**src/rtl/lcd_regs_pkg.sv**
```systemverilog
package lcd_regs_pkg;
  localparam int unsigned BYTE_W    = 8;
  localparam int unsigned ADDR_W    = 16;
  localparam int unsigned NUM_REGS  = 10;
  localparam int unsigned IDX_W     = 4;

  localparam logic [IDX_W-1:0] IX_CTRL = 4'd0;
  localparam logic [IDX_W-1:0] IX_SCY  = 4'd2;
  localparam logic [IDX_W-1:0] IX_SCX  = 4'd3;
  localparam logic [IDX_W-1:0] IX_CMP  = 4'd5;
  localparam logic [IDX_W-1:0] IX_DMA  = 4'd6;
  localparam int unsigned      IX_PAL0 = 7;
  localparam int unsigned      PAL_CNT = 3;

  localparam int unsigned PAL_FIELDS = 4;
  localparam int unsigned PAL_CODE_W = 2;

  localparam logic [BYTE_W-1:0] SHADE_C0 = 8'd255;
  localparam logic [BYTE_W-1:0] SHADE_C1 = 8'd192;
  localparam logic [BYTE_W-1:0] SHADE_C2 = 8'd96;
  localparam logic [BYTE_W-1:0] SHADE_C3 = 8'd0;

  typedef struct packed {
    logic              disp_on;
    logic              spr_tall;
    logic              spr_en;
    logic              bg_en;
    logic [ADDR_W-1:0] tile_base;
    logic [ADDR_W-1:0] map_base;
  } lcd_mode_t;

  function automatic logic [BYTE_W-1:0] code_to_shade(input logic [PAL_CODE_W-1:0] code);
    case (code)
      2'd0:    return SHADE_C0;
      2'd1:    return SHADE_C1;
      2'd2:    return SHADE_C2;
      default: return SHADE_C3;
    endcase
  endfunction
endpackage

```
**src/rtl/lcd_ctrl_decode.sv**
```systemverilog
module lcd_ctrl_decode
  import lcd_regs_pkg::*;
#(
  parameter logic [ADDR_W-1:0] TILE_BASE_SET = 16'h0000,
  parameter logic [ADDR_W-1:0] TILE_BASE_CLR = 16'h0800,
  parameter logic [ADDR_W-1:0] MAP_BASE_SET  = 16'h1C00,
  parameter logic [ADDR_W-1:0] MAP_BASE_CLR  = 16'h1800
) (
  input  logic [BYTE_W-1:0] ctrl_i,
  output lcd_mode_t         mode_o
);
  localparam int unsigned B_ON   = 7;
  localparam int unsigned B_TILE = 4;
  localparam int unsigned B_MAP  = 3;
  localparam int unsigned B_TALL = 2;
  localparam int unsigned B_SPR  = 1;
  localparam int unsigned B_BG   = 0;

  always_comb begin
    mode_o.disp_on   = ctrl_i[B_ON];
    mode_o.spr_tall  = ctrl_i[B_TALL];
    mode_o.spr_en    = ctrl_i[B_SPR];
    mode_o.bg_en     = ctrl_i[B_BG];
    mode_o.tile_base = ctrl_i[B_TILE] ? TILE_BASE_SET : TILE_BASE_CLR;
    mode_o.map_base  = ctrl_i[B_MAP]  ? MAP_BASE_SET  : MAP_BASE_CLR;
  end
endmodule

```
**src/rtl/lcd_pal_expand.sv**
```systemverilog
module lcd_pal_expand
  import lcd_regs_pkg::*;
#(
  parameter int unsigned FIELDS = PAL_FIELDS,
  parameter int unsigned CODE_W = PAL_CODE_W,
  localparam int unsigned IN_W  = FIELDS * CODE_W,
  localparam int unsigned OUT_W = FIELDS * BYTE_W
) (
  input  logic [IN_W-1:0]  pal_i,
  output logic [OUT_W-1:0] shade_o
);
  for (genvar f = 0; f < FIELDS; f++) begin : g_field
    assign shade_o[f*BYTE_W +: BYTE_W] = code_to_shade(pal_i[f*CODE_W +: CODE_W]);
  end
endmodule

```
**src/rtl/lcd_dma_engine.sv**
```systemverilog
module lcd_dma_engine #(
  parameter int unsigned          LEN    = 160,
  parameter int unsigned          AW     = 16,
  parameter int unsigned          DW     = 8,
  parameter int unsigned          OFS_W  = 8,
  parameter logic [AW-1:0]        DST_BASE = 16'hFE00,
  localparam int unsigned         PW     = AW - OFS_W,
  localparam int unsigned         CW     = $clog2(LEN)
) (
  input  logic          clk_i,
  input  logic          rst_ni,
  input  logic          start_i,
  input  logic [PW-1:0] page_i,
  output logic          busy_o,
  output logic          rd_en_o,
  output logic [AW-1:0] rd_addr_o,
  input  logic [DW-1:0] rd_data_i,
  output logic          wr_en_o,
  output logic [AW-1:0] wr_addr_o,
  output logic [DW-1:0] wr_data_o
);
  localparam logic [CW-1:0] LAST = CW'(LEN - 1);

  logic          busy_q;
  logic [CW-1:0] cnt_q;
  logic [PW-1:0] page_q;
  logic [AW-1:0] cnt_ext;

  always_ff @(posedge clk_i or negedge rst_ni) begin
    if (!rst_ni) begin
      busy_q <= 1'b0;
      cnt_q  <= '0;
      page_q <= '0;
    end else if (start_i) begin
      // a trigger always wins, also mid-transfer
      busy_q <= 1'b1;
      cnt_q  <= '0;
      page_q <= page_i;
    end else if (busy_q) begin
      if (cnt_q == LAST) busy_q <= 1'b0;
      else               cnt_q  <= cnt_q + 1'b1;
    end
  end

  assign cnt_ext   = {{(AW-CW){1'b0}}, cnt_q};
  assign busy_o    = busy_q;
  assign rd_en_o   = busy_q;
  assign rd_addr_o = {page_q, {OFS_W{1'b0}}} + cnt_ext;
  assign wr_en_o   = busy_q;
  assign wr_addr_o = DST_BASE + cnt_ext;
  assign wr_data_o = rd_data_i;
endmodule

```
**src/rtl/lcd_io_regs.sv**
```systemverilog
module lcd_io_regs
  import lcd_regs_pkg::*;
#(
  parameter int unsigned     DMA_LEN  = 160,
  parameter logic [15:0]     OAM_BASE = 16'hFE00,
  localparam int unsigned    SHADE_W  = PAL_FIELDS * BYTE_W
) (
  input  logic               clk_i,
  input  logic               rst_ni,
  input  logic               reg_we_i,
  input  logic [IDX_W-1:0]   reg_addr_i,
  input  logic [BYTE_W-1:0]  reg_wdata_i,
  output logic [BYTE_W-1:0]  reg_rdata_o,
  output logic               disp_on_o,
  output logic               spr_tall_o,
  output logic               spr_en_o,
  output logic               bg_en_o,
  output logic [ADDR_W-1:0]  tile_base_o,
  output logic [ADDR_W-1:0]  map_base_o,
  output logic [BYTE_W-1:0]  scroll_y_o,
  output logic [BYTE_W-1:0]  scroll_x_o,
  output logic [BYTE_W-1:0]  line_cmp_o,
  output logic [SHADE_W-1:0] pal_bg_o,
  output logic [SHADE_W-1:0] pal_spr0_o,
  output logic [SHADE_W-1:0] pal_spr1_o,
  output logic               dma_busy_o,
  output logic               mem_rd_en_o,
  output logic [ADDR_W-1:0]  mem_rd_addr_o,
  input  logic [BYTE_W-1:0]  mem_rd_data_i,
  output logic               oam_we_o,
  output logic [ADDR_W-1:0]  oam_addr_o,
  output logic [BYTE_W-1:0]  oam_wdata_o
);
  logic [BYTE_W-1:0]  regs_q [NUM_REGS];
  logic [SHADE_W-1:0] shades [PAL_CNT];
  lcd_mode_t          mode;
  logic               dma_start;

  always_ff @(posedge clk_i or negedge rst_ni) begin
    if (!rst_ni) begin
      for (int k = 0; k < NUM_REGS; k++) regs_q[k] <= '0;
    end else if (reg_we_i) begin
      for (int k = 0; k < NUM_REGS; k++)
        if (reg_addr_i == IDX_W'(k)) regs_q[k] <= reg_wdata_i;
    end
  end

  always_comb begin
    reg_rdata_o = '0;
    for (int k = 0; k < NUM_REGS; k++)
      if (reg_addr_i == IDX_W'(k)) reg_rdata_o = regs_q[k];
  end

  lcd_ctrl_decode u_dec (
    .ctrl_i (regs_q[IX_CTRL]),
    .mode_o (mode)
  );

  assign disp_on_o   = mode.disp_on;
  assign spr_tall_o  = mode.spr_tall;
  assign spr_en_o    = mode.spr_en;
  assign bg_en_o     = mode.bg_en;
  assign tile_base_o = mode.tile_base;
  assign map_base_o  = mode.map_base;
  assign scroll_y_o  = regs_q[IX_SCY];
  assign scroll_x_o  = regs_q[IX_SCX];
  assign line_cmp_o  = regs_q[IX_CMP];

  for (genvar p = 0; p < PAL_CNT; p++) begin : g_pal
    lcd_pal_expand u_pal (
      .pal_i   (regs_q[IX_PAL0 + p]),
      .shade_o (shades[p])
    );
  end

  assign pal_bg_o   = shades[0];
  assign pal_spr0_o = shades[1];
  assign pal_spr1_o = shades[2];

  assign dma_start = reg_we_i && (reg_addr_i == IX_DMA);

  lcd_dma_engine #(
    .LEN      (DMA_LEN),
    .AW       (ADDR_W),
    .DW       (BYTE_W),
    .OFS_W    (BYTE_W),
    .DST_BASE (OAM_BASE)
  ) u_dma (
    .clk_i     (clk_i),
    .rst_ni    (rst_ni),
    .start_i   (dma_start),
    .page_i    (reg_wdata_i),
    .busy_o    (dma_busy_o),
    .rd_en_o   (mem_rd_en_o),
    .rd_addr_o (mem_rd_addr_o),
    .rd_data_i (mem_rd_data_i),
    .wr_en_o   (oam_we_o),
    .wr_addr_o (oam_addr_o),
    .wr_data_o (oam_wdata_o)
  );
endmodule

```
**config.mk**
```make
export PLATFORM = sky130hd
export DESIGN_NAME = lcd_io_regs
export DESIGN_NICKNAME = d
export VERILOG_FILES = /design/src/rtl/lcd_regs_pkg.sv /design/src/rtl/lcd_ctrl_decode.sv /design/src/rtl/lcd_pal_expand.sv /design/src/rtl/lcd_dma_engine.sv /design/src/rtl/lcd_io_regs.sv
export SDC_FILE = /design/constraint.sdc
export NUM_CORES = 1
export LEC_CHECK = 0
export ABC_AREA = 1
export BUFFER_PORTS_ARGS = -buffer_cell sky130_fd_sc_hd__buf_2
export CAP_MARGIN = 40
export CORE_UTILIZATION = 49
export DETAILED_ROUTE_END_ITERATION = 7
export PLACE_DENSITY_LB_ADDON = 0.05
export SLEW_MARGIN = 15
export SYNTH_ARGS = -nofsm -noshare
export SYNTH_HDL_FRONTEND = slang
export SYNTH_HIERARCHICAL = 1
export SYNTH_SLANG_ARGS = --single-unit
```
**constraint.sdc**
```tcl
create_clock -name clk_i -period 1.5 [get_ports clk_i]
set_clock_uncertainty 0.1 [all_clocks]
set_input_delay 0.225 -clock clk_i [delete_from_list [all_inputs] [get_ports clk_i]]
set_output_delay 0.225 -clock clk_i [all_outputs]
set_load 0.02 [all_outputs]
```
* After elaboration in Yosys (flattened, before gate mapping)
Cells that the tools add are included.
** Operators by class
- $add $sub $neg :: 3
- Multiply operators :: 0
- Div/mod/pow operators :: 0
- $lt $le $gt $ge :: 0
- Equality and inequality tests :: 35
- Shift-type cells :: 0
- Mux-type cells :: 30
- Bitwise operators :: 0
- Reductions and logical operators :: 26
** Operator list (number)
- 8-bit one-hot mux with 3 select lines :: 12
- 8-bit 2-to-1 mux :: 13
- 2-bit by 1-bit == test with 1-bit output, second input constant :: 12
- 2-bit == test, second input constant :: 12
- 2-bit logical NOT :: 12
- 2-bit AND reduction :: 11
- 16-bit by 8-bit adder with 16-bit output :: 1
- 4-bit by 3-bit == test with 1-bit output, second input constant :: 4
- 12-bit 2-to-1 mux :: 1
- 10-bit by 9-bit adder with 11-bit output, first input constant :: 1
- 11-bit 2-to-1 mux :: 1
- 8-bit by 1-bit adder with 8-bit output, second input constant :: 1
- 4-bit by 2-bit == test with 1-bit output, second input constant :: 2
- 4-bit == test, second input constant :: 2
- 8-bit == test, second input constant :: 1
- 4-bit by 1-bit == test with 1-bit output, second input constant :: 1
- 4-bit logical NOT :: 1
- 1-bit 2-to-1 mux :: 3
- 2-bit != test, second input constant :: 1
- 2-bit nonzero test :: 1
- 1-bit logical AND :: 1
** Word-level totals
- Flip-flop bits (word level) :: 97
- Latch bits :: 0
- Memory bits (writable) :: 0
- Memory bits (read-only) :: 0
- Bits of input ports :: 23
- Output and inout bits :: 207
- Logic and storage cells :: 107
- Memories :: 0

* Logic depth before layout (Yosys ltp)
- Depth in word-level cells :: 11
- Mapped depth :: 13
- Mapped depth without buffers :: 11

* Hierarchy
The synthesis kept the hierarchy.
** By module, submodules not included
- lcd_io_regs :: times used 1, cells each 457, area an instance 3834.9 um2, seq. area each 2001.9 um2
- lcd_dma_engine :: times used 1, cells each 137, area an instance 1041.0 um2, seq. area each 425.4 um2
- lcd_pal_expand :: times used 3, cells each 32, area an instance 180.2 um2, seq. area each 0.0 um2
- lcd_ctrl_decode :: times used 1, cells each 38, area an instance 274.0 um2, seq. area each 0.0 um2

* Worst setup path after synthesis
OpenSTA, ideal clock, no wires.
- Path type :: input -> register
- Start point :: in reg_addr_i[1]
- End point :: reg u_dma.cnt_q[1]
- Library setup time :: 0.074 ns
- Data arrival time :: 1.547 ns
- Data required time :: 1.326 ns
- Path slack :: -0.220 ns
- Stages :: 11
- Path buffers :: 2
- Cell sequence :: inv_1 -> nor2_2 -> nand2_1 -> inv_2 -> nand2_2 -> buf_2 -> inv_1 -> inv_1 -> clkbuf_1 -> nand2_1 -> o21ai_2
** On the way
- Cells in the longest elaborated chain, start to end :: 4
- Elaborated cells between the ends (all ways) :: 6
- Those cells by class :: eq/ne: 2; mux: 1; reduce/logical: 3
** RTL lines
- from (decl) :: RTL line lcd_io_regs.sv:11 : input logic [IDX_W-1:0] reg_addr_i,
- 4-bit by 3-bit == test with 1-bit output * :: RTL line lcd_io_regs.sv:80 : assign dma_start = reg_we_i && (reg_addr_i == IX_DMA);
- 1-bit logical AND * :: RTL line lcd_io_regs.sv:80
- named net dma_start :: RTL line lcd_io_regs.sv:37 : logic dma_start;
- 2-bit != test (no line) / 2-bit nonzero test (equally long branches)
- 2-bit AND reduction (no line)
- to (signal assigned) :: RTL line lcd_dma_engine.sv:41 : else cnt_q <= cnt_q + 1'b1;
- to (decl) :: RTL line lcd_dma_engine.sv:25 : logic [CW-1:0] cnt_q;
The timed path passes the listed nets; every way through them passes the cells marked *.
A chain may end at the register's enable or synchronous reset.

* Worst setup path in the final report
- Start point :: reg regs_q[73] (netlist bit)
- End point :: out reg_rdata_o[1]
** On the way
- Cells in the longest elaborated chain, start to end :: 10
** RTL lines
- from (decl) :: RTL line lcd_io_regs.sv:34 : logic [BYTE_W-1:0] regs_q [NUM_REGS];
- from (signal, indexed assignment) :: RTL line lcd_io_regs.sv:44 : if (reg_addr_i == IDX_W'(k)) regs_q[k] <= reg_wdata_i;
- 8-bit 2-to-1 mux (10 in a row) :: RTL line lcd_io_regs.sv:51 : if (reg_addr_i == IDX_W'(k)) reg_rdata_o = regs_q[k];
- to (decl) :: RTL line lcd_io_regs.sv:13 : output logic [BYTE_W-1:0] reg_rdata_o,
Every way passes these cells.

==> flow_metrics.py <==
metrics = {
    "layout": {
        "layout_common_cells": "nand2_1 (192), buf_2 (125), buf_4 (97)",
        "num_antenna_cells": 0,
        "layout_commonest_cell": "nand2_1",
        "n_fill_cell": 1000,
        "multi_input_area_um2": 2216,
        "nets": 891,
        "instances_no_fill": 1012,
        "drive_gt1_frac": 0.3979,
        "syn_to_final_growth_pct": 23.33,
        "register_area_um2": 2454,
    },
    "cts": {
        "clk_pin_slew_worst_paths_ps": 80,
        "clk_path_buf_depth": 2,
        "cts_htree_levels": 3,
        "cts_tree": "built",
        "numCtsBuffers": 9,
        "clk_latency_ps": 350,
        "clock-root-buffer": "clkbuf_16",
        "cts_sinks": 97,
    },
    "setup_path": {
        "arrival_ps": 1550,
        "crit_required_ps": 1170,
        "path_max_fanout": 2,
        "startpoint_type": "flip-flop",
        "critPathKind": "flip-flop to output pin",
        "crit_chain": "nand3_1, nand2_1, nor2_2, nand4_1, nor2_1, nand4_1, buf_2",
        "reg2reg_to": "u_dma/cnt_q[5]",
        "crit_family": "simple AND/OR/NAND/NOR gates",
        "slowest_delay_ps": 390,
        "r2r_cells": 6,
        "path_common_cell": "nand4_1",
        "worstReg2RegStart": "u_dma/cnt_q[1]",
        "worst-path-buf-inv": 1,
        "cp-end-kind": "output pin",
        "r2r_setup_slack_ps": 140,
        "critPathSlowestCell": "dfrtp_1",
    },
    "timing": {
        "whs_ps": 4.868,
        "fin_ws_ps": -374.8,
        "setup_viol": 13,
        "fmaxAchievable_mhz": 533.4,
        "drv_slew": 0,
        "report.final.hold_viol_count": 0,
        "fin_crit_sh": 1.250,
        "post-route-min-period_ps": 1875,
        "rsz0062_at_grt": "yes",
    },
    "pwr": {
        "vdd_drop_max_v": 0.0009391,
        "powerDensity_nw_per_um2": 1537,
        "finalPower_mw": 10.79,
        "p_leak_nw": 3.674,
    },
    "routing": {
        "final_antenna_net_count": 0,
        "drc_errors": 0,
        "via_per_inst": 4.905,
        "drtIter0Drc": 411,
        "vias": 4964,
        "drtPass1Iterations": 5,
        "wl_um": 15560,
        "wl_per_cell_um": 15.38,
    },
    "placement": {
        "dp.cells": 980,
        "gp_congestion": 0.9510,
        "place.detailed.hpwl_um": 11630,
        "port_buffers": 175,
    },
    "status": {
        "status": "finished, violations left",
        "violations": "negative setup slack",
    },
    "synth": {
        "yosysWarnings": 6,
        "yosysSeqAreaShare": 0.4266,
        "yosys.area.top_type": "dfrtp_1",
        "ys_types": 27,
        "syn_avg_cell_area_um2": 7.817,
        "netlist_area_um2": 5690,
        "synth_cells": 728,
        "synth_top_area_frac": 0.4266,
        "ys_ff_latch": 97,
        "synthTopCellsByArea": "dfrtp_1 (43%), buf_4 (18%), nand2_1 (13%)",
    },
    "floorplan": {
        "core-area_um2": 11080,
        "start_util": 0.5137,
        "ios": 230,
        "dieArea_um2": 12050,
        "rows": 38,
        "die_h_um": 109.8,
        "die_x_um": 109.8,
    },
    "global_routing": {
        "use_met1": 0.3531,
        "top_usage_layer": "met2",
        "grt_pass1_wl_um": 23630,
        "grt_usage": 0.2661,
        "grt_max_degree": 34,
        "grt_remaining_overflow": 0,
        "grt_antenna_before_repair": 0,
        "grtUsageMet2": 0.4416,
        "grt_pass1_vias": 4487,
        "met3_usage": 0.03853,
    },
    "worst_hold_path": {
        "hold_path_end": "u_dma/page_q[6]",
        "hold_path_class": "input port to flip-flop",
        "min_from": "reg_wdata_i[6]",
        "holdPathStages": 3,
    },
    "run": {
        "max-cap-violations": 0,
    },
}
==> cell families after synthesis <==
| kind of cell | after synthesis | share of synthesized area |
|---|---|---|
| xor+xnor | 1 | 0.001539 |
| fa+ha+maj | 1 | 0.002198 |
| compound gates | 92 | 0.08817 |
| flops | 97 | 0.4266 |
| buf+inv | 220 | 0.2399 |
| simple gates | 313 | 0.2390 |
| other cells | 4 | 0.002638 |
==> routing by layer <==
metal / part of all wire / up-vias
li1: - / 2395
met2: 0.50 / 218
met4: 0.024 / 0
met3: 0.060 / 28
met5: 0 / -
met1: 0.42 / 2323
==> sequential cells by signal, indices dropped and copies added (netlist names) <==
| signal | cells |
|---|---|
| line_cmp_o | 8 |
| u_dma/busy_o | 1 |
| u_dma/cnt_q | 8 |
| scroll_x_o | 8 |
| scroll_y_o | 8 |
| regs_q | 56 |
| u_dma/page_q | 8 |
==> through the flow <==
stage | util | instance area (um2) | worst slack [ps] | setup TNS, ps
global route | 0.6335 | 7018 | -483.9 | -3861
global placement | 0.5643 | 6251 | -269.5 | -8724
CTS | 0.6048 | 6700 | -385.4 | -2795
finish | 0.6335 | 7018 | -374.8 | -2870
floorplan | - | 5867 | 11.39 | 0
detailed placement | 0.5643 | 6251 | -310.0 | -10720
==> worst max-delay path by stage <==
stage,start,endpoint,slack [ps],depth (start not counted)
after floorplan,reg_addr_i[1],u_dma/cnt_q[0],10,12
after global placement,reg_addr_i[3],reg_rdata_o[2],-270,9
after detailed placement,reg_addr_i[0],reg_rdata_o[3],-310,10
after CTS,regs_q[73],reg_rdata_o[1],-390,7
after global routing,regs_q[75],reg_rdata_o[3],-480,7
final,regs_q[73],reg_rdata_o[1],-370,7
==> Yosys cell counts (all sizes together) <==
library cell	number
buf	144
nand3	33
conb	4
or2	1
xor2	1
clkbuf	5
nor2	56
o21ai	90
a21oi	2
nor3	3
inv	71
dfrtp	97
nand2	205
nand4	15
ha	1
==> power by group <==
group	switching (mW)	internal (mW)
Sequential	0.660	3.23
Combinational	2.91	1.78
Clock	1.06	1.15
==> what timing repair did <==
| item | 4_1_cts | 5_1_grt |
|---|---|---|
| hold buffers | 6 | 0 |
| endpoints found under the setup margin | 68 | 72 |
| gates resized for setup | 35 | 88 |
| buffers inserted | 0 | 10 |
| hold endpoints to repair | 46 | 0 |
| pin swaps | 1 | 16 |
| gates cloned | 0 | 0 |
==> worst register-to-register path: stages, from the launching register on <==
cell and delay, ps:
dfrtp_1 350, ha_1 190, nand2_2 80, nor2_2 120
nand3_1 130, nand2_4 160, o21ai_0 110
==> cell type report <==
class / count / area share
flip-flops and latches: 97 / 0.3496
multi-input cells: 445 / 0.3157
repair buffers: 243 / 0.2305
inverters: 71 / 0.03833
clock buffers: 9 / 0.03209
well taps: 140 / 0.02496
clock inverters: 7 / 0.008736
Note: power is estimated with default switching activity, not from simulation.
